[src/rtl/rst_req_pkg.sv]
package rst_req_pkg;
  localparam int unsigned IO_ADDR_W   = 16;
  localparam int unsigned IO_DATA_W   = 8;
  localparam logic [IO_ADDR_W-1:0] PORT_ADDR = 16'hCF9;
  localparam int unsigned TRIG_POS    = 2;
  localparam int unsigned TYPE_POS    = 1;

  typedef enum logic [1:0] {
    ACC_NONE  = 2'b00,
    ACC_STORE = 2'b01,
    ACC_TRIG  = 2'b10
  } acc_kind_e;
endpackage

[src/rtl/rst_req_decode.sv]
module rst_req_decode
  import rst_req_pkg::*;
#(
  parameter int unsigned ADDR_W = IO_ADDR_W,
  parameter int unsigned DATA_W = IO_DATA_W,
  parameter logic [ADDR_W-1:0] MATCH = PORT_ADDR[ADDR_W-1:0],
  parameter int unsigned TRIG_BIT = TRIG_POS
) (
  input  logic [ADDR_W-1:0] addr,
  input  logic              wr,
  input  logic              rd,
  input  logic [DATA_W-1:0] wdata,
  output logic              rd_hit,
  output acc_kind_e         wr_kind
);
  logic hit;

  always_comb begin
    hit    = (addr == MATCH);
    rd_hit = hit && rd;
    if (hit && wr) begin
      wr_kind = wdata[TRIG_BIT] ? ACC_TRIG : ACC_STORE;
    end else begin
      wr_kind = ACC_NONE;
    end
  end
endmodule

[src/rtl/rst_req_flag.sv]
module rst_req_flag
  import rst_req_pkg::*;
(
  input  logic      clk,
  input  logic      rst_n,
  input  acc_kind_e wr_kind,
  input  logic      type_in,
  output logic      flag_q
);
  logic flag_d;
  logic flag_en;

  always_comb begin
    flag_en = (wr_kind == ACC_STORE);
    flag_d  = type_in;
  end

  always_ff @(posedge clk or negedge rst_n) begin
    if (!rst_n) begin
      flag_q <= 1'b0;
    end else if (flag_en) begin
      flag_q <= flag_d;
    end
  end
endmodule

[src/rtl/rst_req_pulse.sv]
module rst_req_pulse
  import rst_req_pkg::*;
(
  input  logic      clk,
  input  logic      rst_n,
  input  acc_kind_e wr_kind,
  output logic      req_q
);
  logic req_d;

  always_comb begin
    req_d = (wr_kind == ACC_TRIG);
  end

  always_ff @(posedge clk or negedge rst_n) begin
    if (!rst_n) begin
      req_q <= 1'b0;
    end else begin
      req_q <= req_d;
    end
  end
endmodule

[src/rtl/rst_req_port.sv]
module rst_req_port
  import rst_req_pkg::*;
#(
  parameter int unsigned ADDR_W = IO_ADDR_W,
  parameter int unsigned DATA_W = IO_DATA_W,
  parameter logic [ADDR_W-1:0] MATCH = PORT_ADDR[ADDR_W-1:0],
  parameter int unsigned TRIG_BIT = TRIG_POS,
  parameter int unsigned TYPE_BIT = TYPE_POS
) (
  input  logic              clk,
  input  logic              rst_n,
  input  logic [ADDR_W-1:0] io_addr,
  input  logic              io_wr,
  input  logic              io_rd,
  input  logic [DATA_W-1:0] io_wdata,
  output logic [DATA_W-1:0] io_rdata,
  output logic              sys_rst_req
);
  localparam logic [DATA_W-1:0] TYPE_MASK = DATA_W'(1) << TYPE_BIT;

  logic      rd_hit;
  acc_kind_e wr_kind;
  logic      flag_q;

  rst_req_decode #(
    .ADDR_W(ADDR_W), .DATA_W(DATA_W), .MATCH(MATCH), .TRIG_BIT(TRIG_BIT)
  ) u_decode (
    .addr(io_addr), .wr(io_wr), .rd(io_rd), .wdata(io_wdata),
    .rd_hit(rd_hit), .wr_kind(wr_kind)
  );

  rst_req_flag u_flag (
    .clk(clk), .rst_n(rst_n), .wr_kind(wr_kind),
    .type_in(io_wdata[TYPE_BIT]), .flag_q(flag_q)
  );

  rst_req_pulse u_pulse (
    .clk(clk), .rst_n(rst_n), .wr_kind(wr_kind), .req_q(sys_rst_req)
  );

  always_comb begin
    io_rdata = rd_hit ? (flag_q ? TYPE_MASK : '0) : '0;
  end
endmodule

[config.mk]
export PLATFORM = sky130hd
export DESIGN_NAME = rst_req_port
export DESIGN_NICKNAME = d
export VERILOG_FILES = /design/src/rtl/rst_req_pkg.sv /design/src/rtl/rst_req_decode.sv /design/src/rtl/rst_req_flag.sv /design/src/rtl/rst_req_pulse.sv /design/src/rtl/rst_req_port.sv
export SDC_FILE = /design/constraint.sdc
export NUM_CORES = 1
export LEC_CHECK = 0
export BUFFER_PORTS_ARGS = -buffer_cell sky130_fd_sc_hd__buf_4
export CAP_MARGIN = 40
export CORE_AREA = 2 2 39 41
export CTS_CLUSTER_DIAMETER = 200
export DETAILED_ROUTE_END_ITERATION = 16
export DIE_AREA = 0 0 41 43
export PLACE_DENSITY = 0.58
export REMOVE_ABC_BUFFERS = 1
export SLEW_MARGIN = 20
export SYNTH_ARGS = -nofsm -noshare
export SYNTH_HDL_FRONTEND = slang
export SYNTH_SLANG_ARGS = --single-unit
[constraint.sdc]
create_clock -name clk -period 3.15 [get_ports clk]
set_input_delay 0.1575 -clock clk [delete_from_list [all_inputs] [get_ports clk]]
set_output_delay 0.1575 -clock clk [all_outputs]
set_load 0.05 [all_outputs]
Word level (Yosys, flattened, before mapping)
Index checks and enable logic that the tools add are counted.
{"block": "classes", "n_eq_ne": 3, "mux": 4, "reduce_logical": 2}
{"operator": "$eq A16 B12 Y1 const B", "n": 1}
{"operator": "$mux W2", "n": 4}
{"operator": "$eq A2 B1 Y1 const B", "n": 1}
{"operator": "$eq A2 B2 Y1 const B", "n": 1}
{"operator": "$logic_and A1 B1 Y1", "n": 2}
{"block": "totals", "reg_bits": 2, "wordCells": 11}

Logic depth before layout (Yosys ltp)
Gate-level depths: netlist of run 1.
{"block": "logic_depth", "word_depth": 4, "ltp_mapped": 4, "ltp_nobuf": 4}

Modules after synthesis
A second synthesis of run 1 with hierarchy kept.
{"block": "hier_totals", "cells_unflattened": 22, "hier_area_um2": 236.5}
{"module": "rst_req_decode", "instances": 1, "cells_per_inst": 8, "area_per_inst_um2": 88.8, "seq_area_each_um2": 0.0}
{"module": "rst_req_port", "instances": 1, "cells_per_inst": 9, "area_per_inst_um2": 62.6, "seq_area_each_um2": 0.0}
{"module": "rst_req_flag", "instances": 1, "cells_per_inst": 3, "area_per_inst_um2": 46.3, "seq_area_each_um2": 25.0}
{"module": "rst_req_pulse", "instances": 1, "cells_per_inst": 2, "area_per_inst_um2": 38.8, "seq_area_each_um2": 25.0}

Least setup slack after synthesis of run 1
OpenSTA, ideal clock, no wires.
{"block": "synth_path", "path_kind": "input port to output port", "startpoint": "in io_addr[12]", "endpoint": "out io_rdata[1]", "t_arrival_ns": 1.409, "required_ns": 2.992, "setup_slack_ns": 1.583, "path_stages": 3, "path_cell_list": "or4_4 > nor4_4 > and3_1"}
{"block": "synth_via", "elab_chain_cells": 3}
{"item": "from (decl)", "line": "rst_req_port.sv:12", "text": "input logic [ADDR_W-1:0] io_addr,"}
{"item": "$eq A16 B12 Y1", "line": "rst_req_decode.sv:19", "text": "hit = (addr == MATCH);"}
{"item": "$logic_and A1 B1 Y1", "line": "rst_req_decode.sv:20", "text": "rd_hit = hit && rd;"}
{"item": "$mux W2", "line": "rst_req_port.sv:42", "text": "io_rdata = rd_hit ? (flag_q ? TYPE_MASK : '0) : '0;"}
{"item": "to (decl)", "line": "rst_req_port.sv:16", "text": "output logic [DATA_W-1:0] io_rdata,"}
Every way passes these cells.

Worst setup path in the final report of run 1
Same ends and word-level chain as after synthesis.

==> flow_summary.yaml, run 1 <==
detailed_routing:
  drt-vias-per-instance: 3.54
  drt_first_pass_iters: 1
  route.vias.total: 216
  routed_wl_um: 438
  ant_nets: 0
  route.detailed.wl_per_inst_um: 7.18
  drt_first_iter_violations: 0
  post-route-drc-count: 0
pwr:
  max-vdd-ir-drop_mv: 0.0833
  p_total_uw: 121
  standby_leakage_power_nw: 0.222
  power_per_cell_area_mw_per_mm2: 305
hold_path:
  worst_hold_path_type: "input port to flop"
cts:
  clock_tree.buffer_depth: 2
  count_of_instances_resized_after_the_clock_tree_is_built: 0
  clock_tree_from_tritoncts: "built"
  post-cts-setup-buffer-count: 0
  cts_htree_levels: 1
  tritoncts_num_sinks: 2
  worst_setup_hold_path_clk_slew_ns: 0.03
  cts.root.buffer_cell: "sky130_fd_sc_hd__clkbuf_4"
  tritoncts.num_buffers: 3
  clock_latency_ns: 0.22
placement:
  finalWeightedCongestion: 0.573
  dp_hpwl_um: 414
  pre_cts_slack_ns: 1.51
  port_buffers: 23
  area_after_dpl_sq_um: 365
sta:
  finalHoldWorstSlack_ns: 0.170
  setup_ws_ns: 1.56
  final-hold-violation-count: 0
  timing.setup.tns_ns: 0
  fin_crit_ns: 1.59
  fin_worst_skew_ns: 0
  final-max-slew-violation-count: 0
  grt_setup_unrepaired: "false"
  max_clock_freq_mhz: 629
  layout_worst_path_cycle_share_pct: 50.4
  setup_viol: 0
global_route:
  grt_use_total_pct: 5.90
  gr-total-overflow: 0
  maximum_number_of_pins_on_one_net_before_global_route_repair: 4
  grt_pass1_vias: 208
  antenna_found_initial: 0
  first_pass_grt_wire_length_um: 669
floorplan:
  die_y_um: 43
  floorplan_core_area_sq_mm: 0.00138
  die_width_um: 41
  fp.dieArea_sq_mm: 0.00176
  floorplan.initialDensity_pct: 14.6
  placement_rows: 14
  num_io_pins: 37
synth:
  post_synth_inst_count: 19
  synthesis.area_sq_um: 203
  ys_types: 10
  synth-seq-cells: 2
  yosysWarnings: 0
  syn_area_per_cell_sq_um: 10.7
  ys_seq_area_share_pct: 24.7
layout:
  layout-drive-gt1-share_pct: 64.4
  synthesis_to_finish_area_growth_pct: 96.3
  antenna_cells_inserted: 0
  fin_area_sq_um: 398
  final_layout_net_count: 75
setup_path:
  worst_ep_required_time_ns: 2.99
  setup.worst_path.end_class: "primary output"
  largest_fanout_on_the_critical_path: 3
  startpoint_type: "input port"
  arrival_time_reported_for_the_critical_path_endpoint_ns: 1.43
  crit_type: "input port to primary output"
outcome:
  result_of_the_run: "finished, final reports clean"
run:
  cap_viol_max_count: 0
## synthesized netlist by cell type
master	number	area [sq um]
sky130_fd_sc_hd__and3_1	2	12.5
sky130_fd_sc_hd__dfrtp_1	2	50.1
sky130_fd_sc_hd__nand3b_1	1	7.51
sky130_fd_sc_hd__nor4_4	1	21.3
sky130_fd_sc_hd__buf_4	7	52.6
sky130_fd_sc_hd__nand4b_1	2	17.5
sky130_fd_sc_hd__mux2_4	1	15.0
sky130_fd_sc_hd__nand4bb_1	1	11.3
sky130_fd_sc_hd__or4_4	1	11.3
sky130_fd_sc_hd__conb_1	1	3.75
## worst paths after layout
check / start / end / slack, ns / depth (start not counted)
min reg2reg: u_flag.flag_q$_DFFE_PN0N_ / u_flag.flag_q$_DFFE_PN0N_ / 0.51 / 1
max: io_addr[12] / io_rdata[1] / 1.56 / 5
max in group asynchronous: rst_n / u_flag.flag_q$_DFFE_PN0N_ / 2.80 / 2
min: io_wdata[1] / u_flag.flag_q$_DFFE_PN0N_ / 0.17 / 2
max reg2reg: u_flag.flag_q$_DFFE_PN0N_ / u_flag.flag_q$_DFFE_PN0N_ / 2.41 / 1
min in group asynchronous: rst_n / u_pulse.req_q$_DFF_PN0_ / 0.26 / 2
## where the power goes
part | switching [mW] | internal, mW
Clock | 0.0119 | 0.0418
Combinational | 0.0230 | 0.0188
Sequential | 0.00000133 | 0.0259
Total | 0.0348 | 0.0865
## routing by layer
metal,wire length [um],GRT usage [%],share of wire (%)
met1,121,3.49,28
met2,272,11.3,62
met3,44,3.14,10
met4,0,4.00,0
met5,0,0,0
## sequential cells by signal, summed over array words and instances, names as in the netlist
register and count:
u_flag.flag_q 1, u_pulse.req_q 1
## cell type report
cell class,count,area (sq um)
clock buffer,3,22.5
fill,149,986
timing repair buffer,24,183
tap,16,20.0
multi-input combinational,16,123
sequential,2,50.0
## layout by cell type, fill, tap and decap left out
| cell type | instances |
|---|---|
| sky130_fd_sc_hd__and3_1 | 2 |
| sky130_fd_sc_hd__or4_4 | 1 |
| sky130_fd_sc_hd__nand3b_1 | 1 |
| sky130_fd_sc_hd__buf_4 | 23 |
| sky130_fd_sc_hd__nand4b_1 | 2 |
| sky130_fd_sc_hd__dfrtp_1 | 2 |
| sky130_fd_sc_hd__nand4bb_1 | 1 |
| sky130_fd_sc_hd__mux2_4 | 1 |
| sky130_fd_sc_hd__clkbuf_4 | 3 |
| sky130_fd_sc_hd__nor4_4 | 1 |
| sky130_fd_sc_hd__dlygate4sd3_1 | 1 |
| sky130_fd_sc_hd__conb_1 | 7 |
## cells by family after synthesis
family / Yosys count / share of synthesized area (%)
and+or+nand+nor: 8 / 40.1
DFF: 2 / 24.7
other: 1 / 1.85
buffers and inverters: 7 / 25.9
muxes: 1 / 7.41
## critical path, stage by stage
cell                     delay, ns
sky130_fd_sc_hd__buf_4        0.11
sky130_fd_sc_hd__or4_4        0.53
sky130_fd_sc_hd__nor4_4       0.26
sky130_fd_sc_hd__and3_1       0.19
sky130_fd_sc_hd__buf_4        0.19
## stage by stage
stage          utilization, %  cells
2_1_floorplan               -     18
3_3_place_gp             26.4     57
3_5_place_dp             26.4     57
4_1_cts                  28.8     61
5_1_grt                  28.8     61
6_report                 28.8     61
## what timing repair did
action | CTS | global route
endpoints found under the setup margin | 0 | 0
hold buffers | 1 | 0
hold endpoints to repair | 2 | 0
(Power assumes the default switching activity.)
==> inputs of run 2 (changes only) <==
Settings changed: PLACE_DENSITY 0.58 to 0.59.
Clock period 3.15 ns to 1.4 ns, I/O delays scaled along.
==> run 2 against run 1 <==
  * Worst hold slack lost 0.080 ns
  * Largest cell class unchanged
  * Total power grew 130%
  * Clock power grew 130%
  * Sequential share of layout area shrank 0.12 points
  * Clock skew is the same
  * Global-route usage grew 0.69 points
  * Die area is the same
  * Critical path depth is the same
  * Sequential power grew 130%
  * Largest power group unchanged
  * Final cell count is the same
  * Setup slack lost 1.5 ns
  * Non-clock buffer count is the same
==> flow_summary.yaml, run 2 (synthesized netlist as in run 1, its figures left out) <==
setup_path:
  arrival_time_reported_for_the_critical_path_endpoint_ns: 1.26
  worstPathBufferInverterCount: 2
  largest_fanout_on_the_critical_path: 3
  crit_type: "input port to primary output"
  cp_slowest_cell: "sky130_fd_sc_hd__or4_4"
  critical_path.max_stage_delay_ns: 0.53
  setup.worst_path.end_class: "primary output"
  worst_ep_required_time_ns: 1.33
  crit_path_cell_trace: "buf_4 > or4_4 > nor4_4 > and3_1 > buf_6"
  startpoint_type: "input port"
  path_delay_family: "simple AND/OR/NAND/NOR gates"
layout:
  largestRegisters: "u_flag.flag_q: 1 flops, u_pulse.req_q: 1 flops"
  layout-drive-gt1-share_pct: 64.4
  layout.cells.most_common: "sky130_fd_sc_hd__buf_4"
  synthesis_to_finish_area_growth_pct: 98.1
  final_cell_mix: "22 x sky130_fd_sc_hd__buf_4, 7 x sky130_fd_sc_hd__conb_1, 3 x sky130_fd_sc_hd__clkbuf_4"
  antenna_cells_inserted: 0
  final_layout_net_count: 75
  stdcell_count: 61
sta:
  layout_worst_path_cycle_share_pct: 95.2
  finalHoldWorstSlack_ns: 0.0895
  grt_setup_unrepaired: "false"
  final-max-slew-violation-count: 0
  max_clock_freq_mhz: 751
  fin_crit_ns: 1.33
  final-hold-violation-count: 0
  setup_viol: 0
  timing.setup.tns_ns: 0
  fin_worst_skew_ns: 0
cts:
  post-cts-setup-buffer-count: 0
  clock_tree.buffer_depth: 2
  cts.root.buffer_cell: "sky130_fd_sc_hd__clkbuf_4"
  clock_tree_from_tritoncts: "built"
  worst_setup_hold_path_clk_slew_ns: 0.03
  clock_latency_ns: 0.22
  tritoncts_num_sinks: 2
  tritoncts.num_buffers: 3
  cts_htree_levels: 1
floorplan:
  num_io_pins: 37
  floorplan_core_area_sq_mm: 0.00138
  die_y_um: 43
  fp.dieArea_sq_mm: 0.00176
  floorplan.initialDensity_pct: 14.6
  placement_rows: 14
  die_width_um: 41
pwr:
  power_per_cell_area_mw_per_mm2: 687
  standby_leakage_power_nw: 0.223
  cell_internal_pwr_uw: 195
  p_clk_share_pct: 44.7
  p_seq_share_pct: 21.1
  sw_frac_of_total_pct: 29.4
  switching_power_uw: 81.1
  power_frac_comb_pct: 34.2
  max-vdd-ir-drop_mv: 0.164
global_route:
  antenna_found_initial: 0
  first_pass_grt_wire_length_um: 731
  met2_usage_pct: 13.1
  gr_util_met1_pct: 2.85
  maximum_number_of_pins_on_one_net_before_global_route_repair: 4
  grt_use_total_pct: 6.59
  top_usage_layer: "met2"
  grt_use_met3_pct: 1.57
  gr-total-overflow: 0
  grt_pass1_vias: 244
placement:
  dp_hpwl_um: 457
  post-place-cells: 57
  finalWeightedCongestion: 0.601
  port_buffers: 23
detailed_routing:
  drt_first_pass_iters: 1
  drt-vias-per-instance: 3.61
  route.vias.total: 220
  drt_first_iter_violations: 0
  route.detailed.wl_per_inst_um: 8.44
  post-route-drc-count: 0
  ant_nets: 0
  routed_wl_um: 515
run:
  cap_viol_max_count: 0
hold_path:
  worst_hold_path_type: "input port to flop"
outcome:
  result_of_the_run: "finished, final reports clean"
==> run 2: per-stage QoR <==
| stage | setup WS, ns | util (%) | area [sq um] | total power [mW] |
|---|---|---|---|---|
| after floorplan | 0.00834 | - | 173 | 0.106 |
| after global placement | -0.127 | 26.4 | 365 | 0.150 |
| after detailed placement | -0.143 | 26.4 | 365 | 0.151 |
| after CTS | 0.0452 | 29.0 | 402 | 0.283 |
| after global routing | 0.00608 | 29.0 | 402 | 0.293 |
| final | 0.0679 | 29.0 | 402 | 0.276 |
==> run 2: final timing paths <==
| kind | slack (ns) | cells past startpoint | to | from |
|---|---|---|---|---|
| hold / removal | 0.09 | 2 | u_flag.flag_q$_DFFE_PN0N_ | io_wdata[1] |
| setup reg to reg | 0.66 | 1 | u_flag.flag_q$_DFFE_PN0N_ | u_flag.flag_q$_DFFE_PN0N_ |
| setup / recovery | 0.07 | 5 | io_rdata[1] | io_addr[12] |
| max in group asynchronous | 1.14 | 2 | u_flag.flag_q$_DFFE_PN0N_ | rst_n |
| hold reg to reg | 0.51 | 1 | u_flag.flag_q$_DFFE_PN0N_ | u_flag.flag_q$_DFFE_PN0N_ |
| min in group asynchronous | 0.17 | 2 | u_pulse.req_q$_DFF_PN0_ | rst_n |
==> run 2: routing by layer <==
metal	vias up	share of wire, %
met4	0	0
met5	-	0
met3	0	6.8
met1	104	22
li1	109	-
met2	7	71
==> run 2: area by class of cell <==
type                       instances  area [sq um]
clock buffer                       3          22.5
sequential                         2          50.0
tap                               16          20.0
fill                             154           982
timing repair buffer              24           186
multi-input combinational         16           123
==> run 2: power groups by stage <==
stage          clock network [mW]  logic [mW]  registers, mW
6_report                    0.123      0.0944         0.0583
5_1_grt                     0.136      0.0990         0.0582
4_1_cts                     0.130      0.0946         0.0583
3_5_place_dp                    0      0.0923         0.0589
3_3_place_gp                    0      0.0913         0.0589
2_1_floorplan                   0      0.0471         0.0589
==> run 2: what timing repair did <==
action                     4_1_cts  5_1_grt
setup endpoints to repair        1        0
resized for setup                1        0
hold buffers                     1        0
hold endpoints to repair         2        0
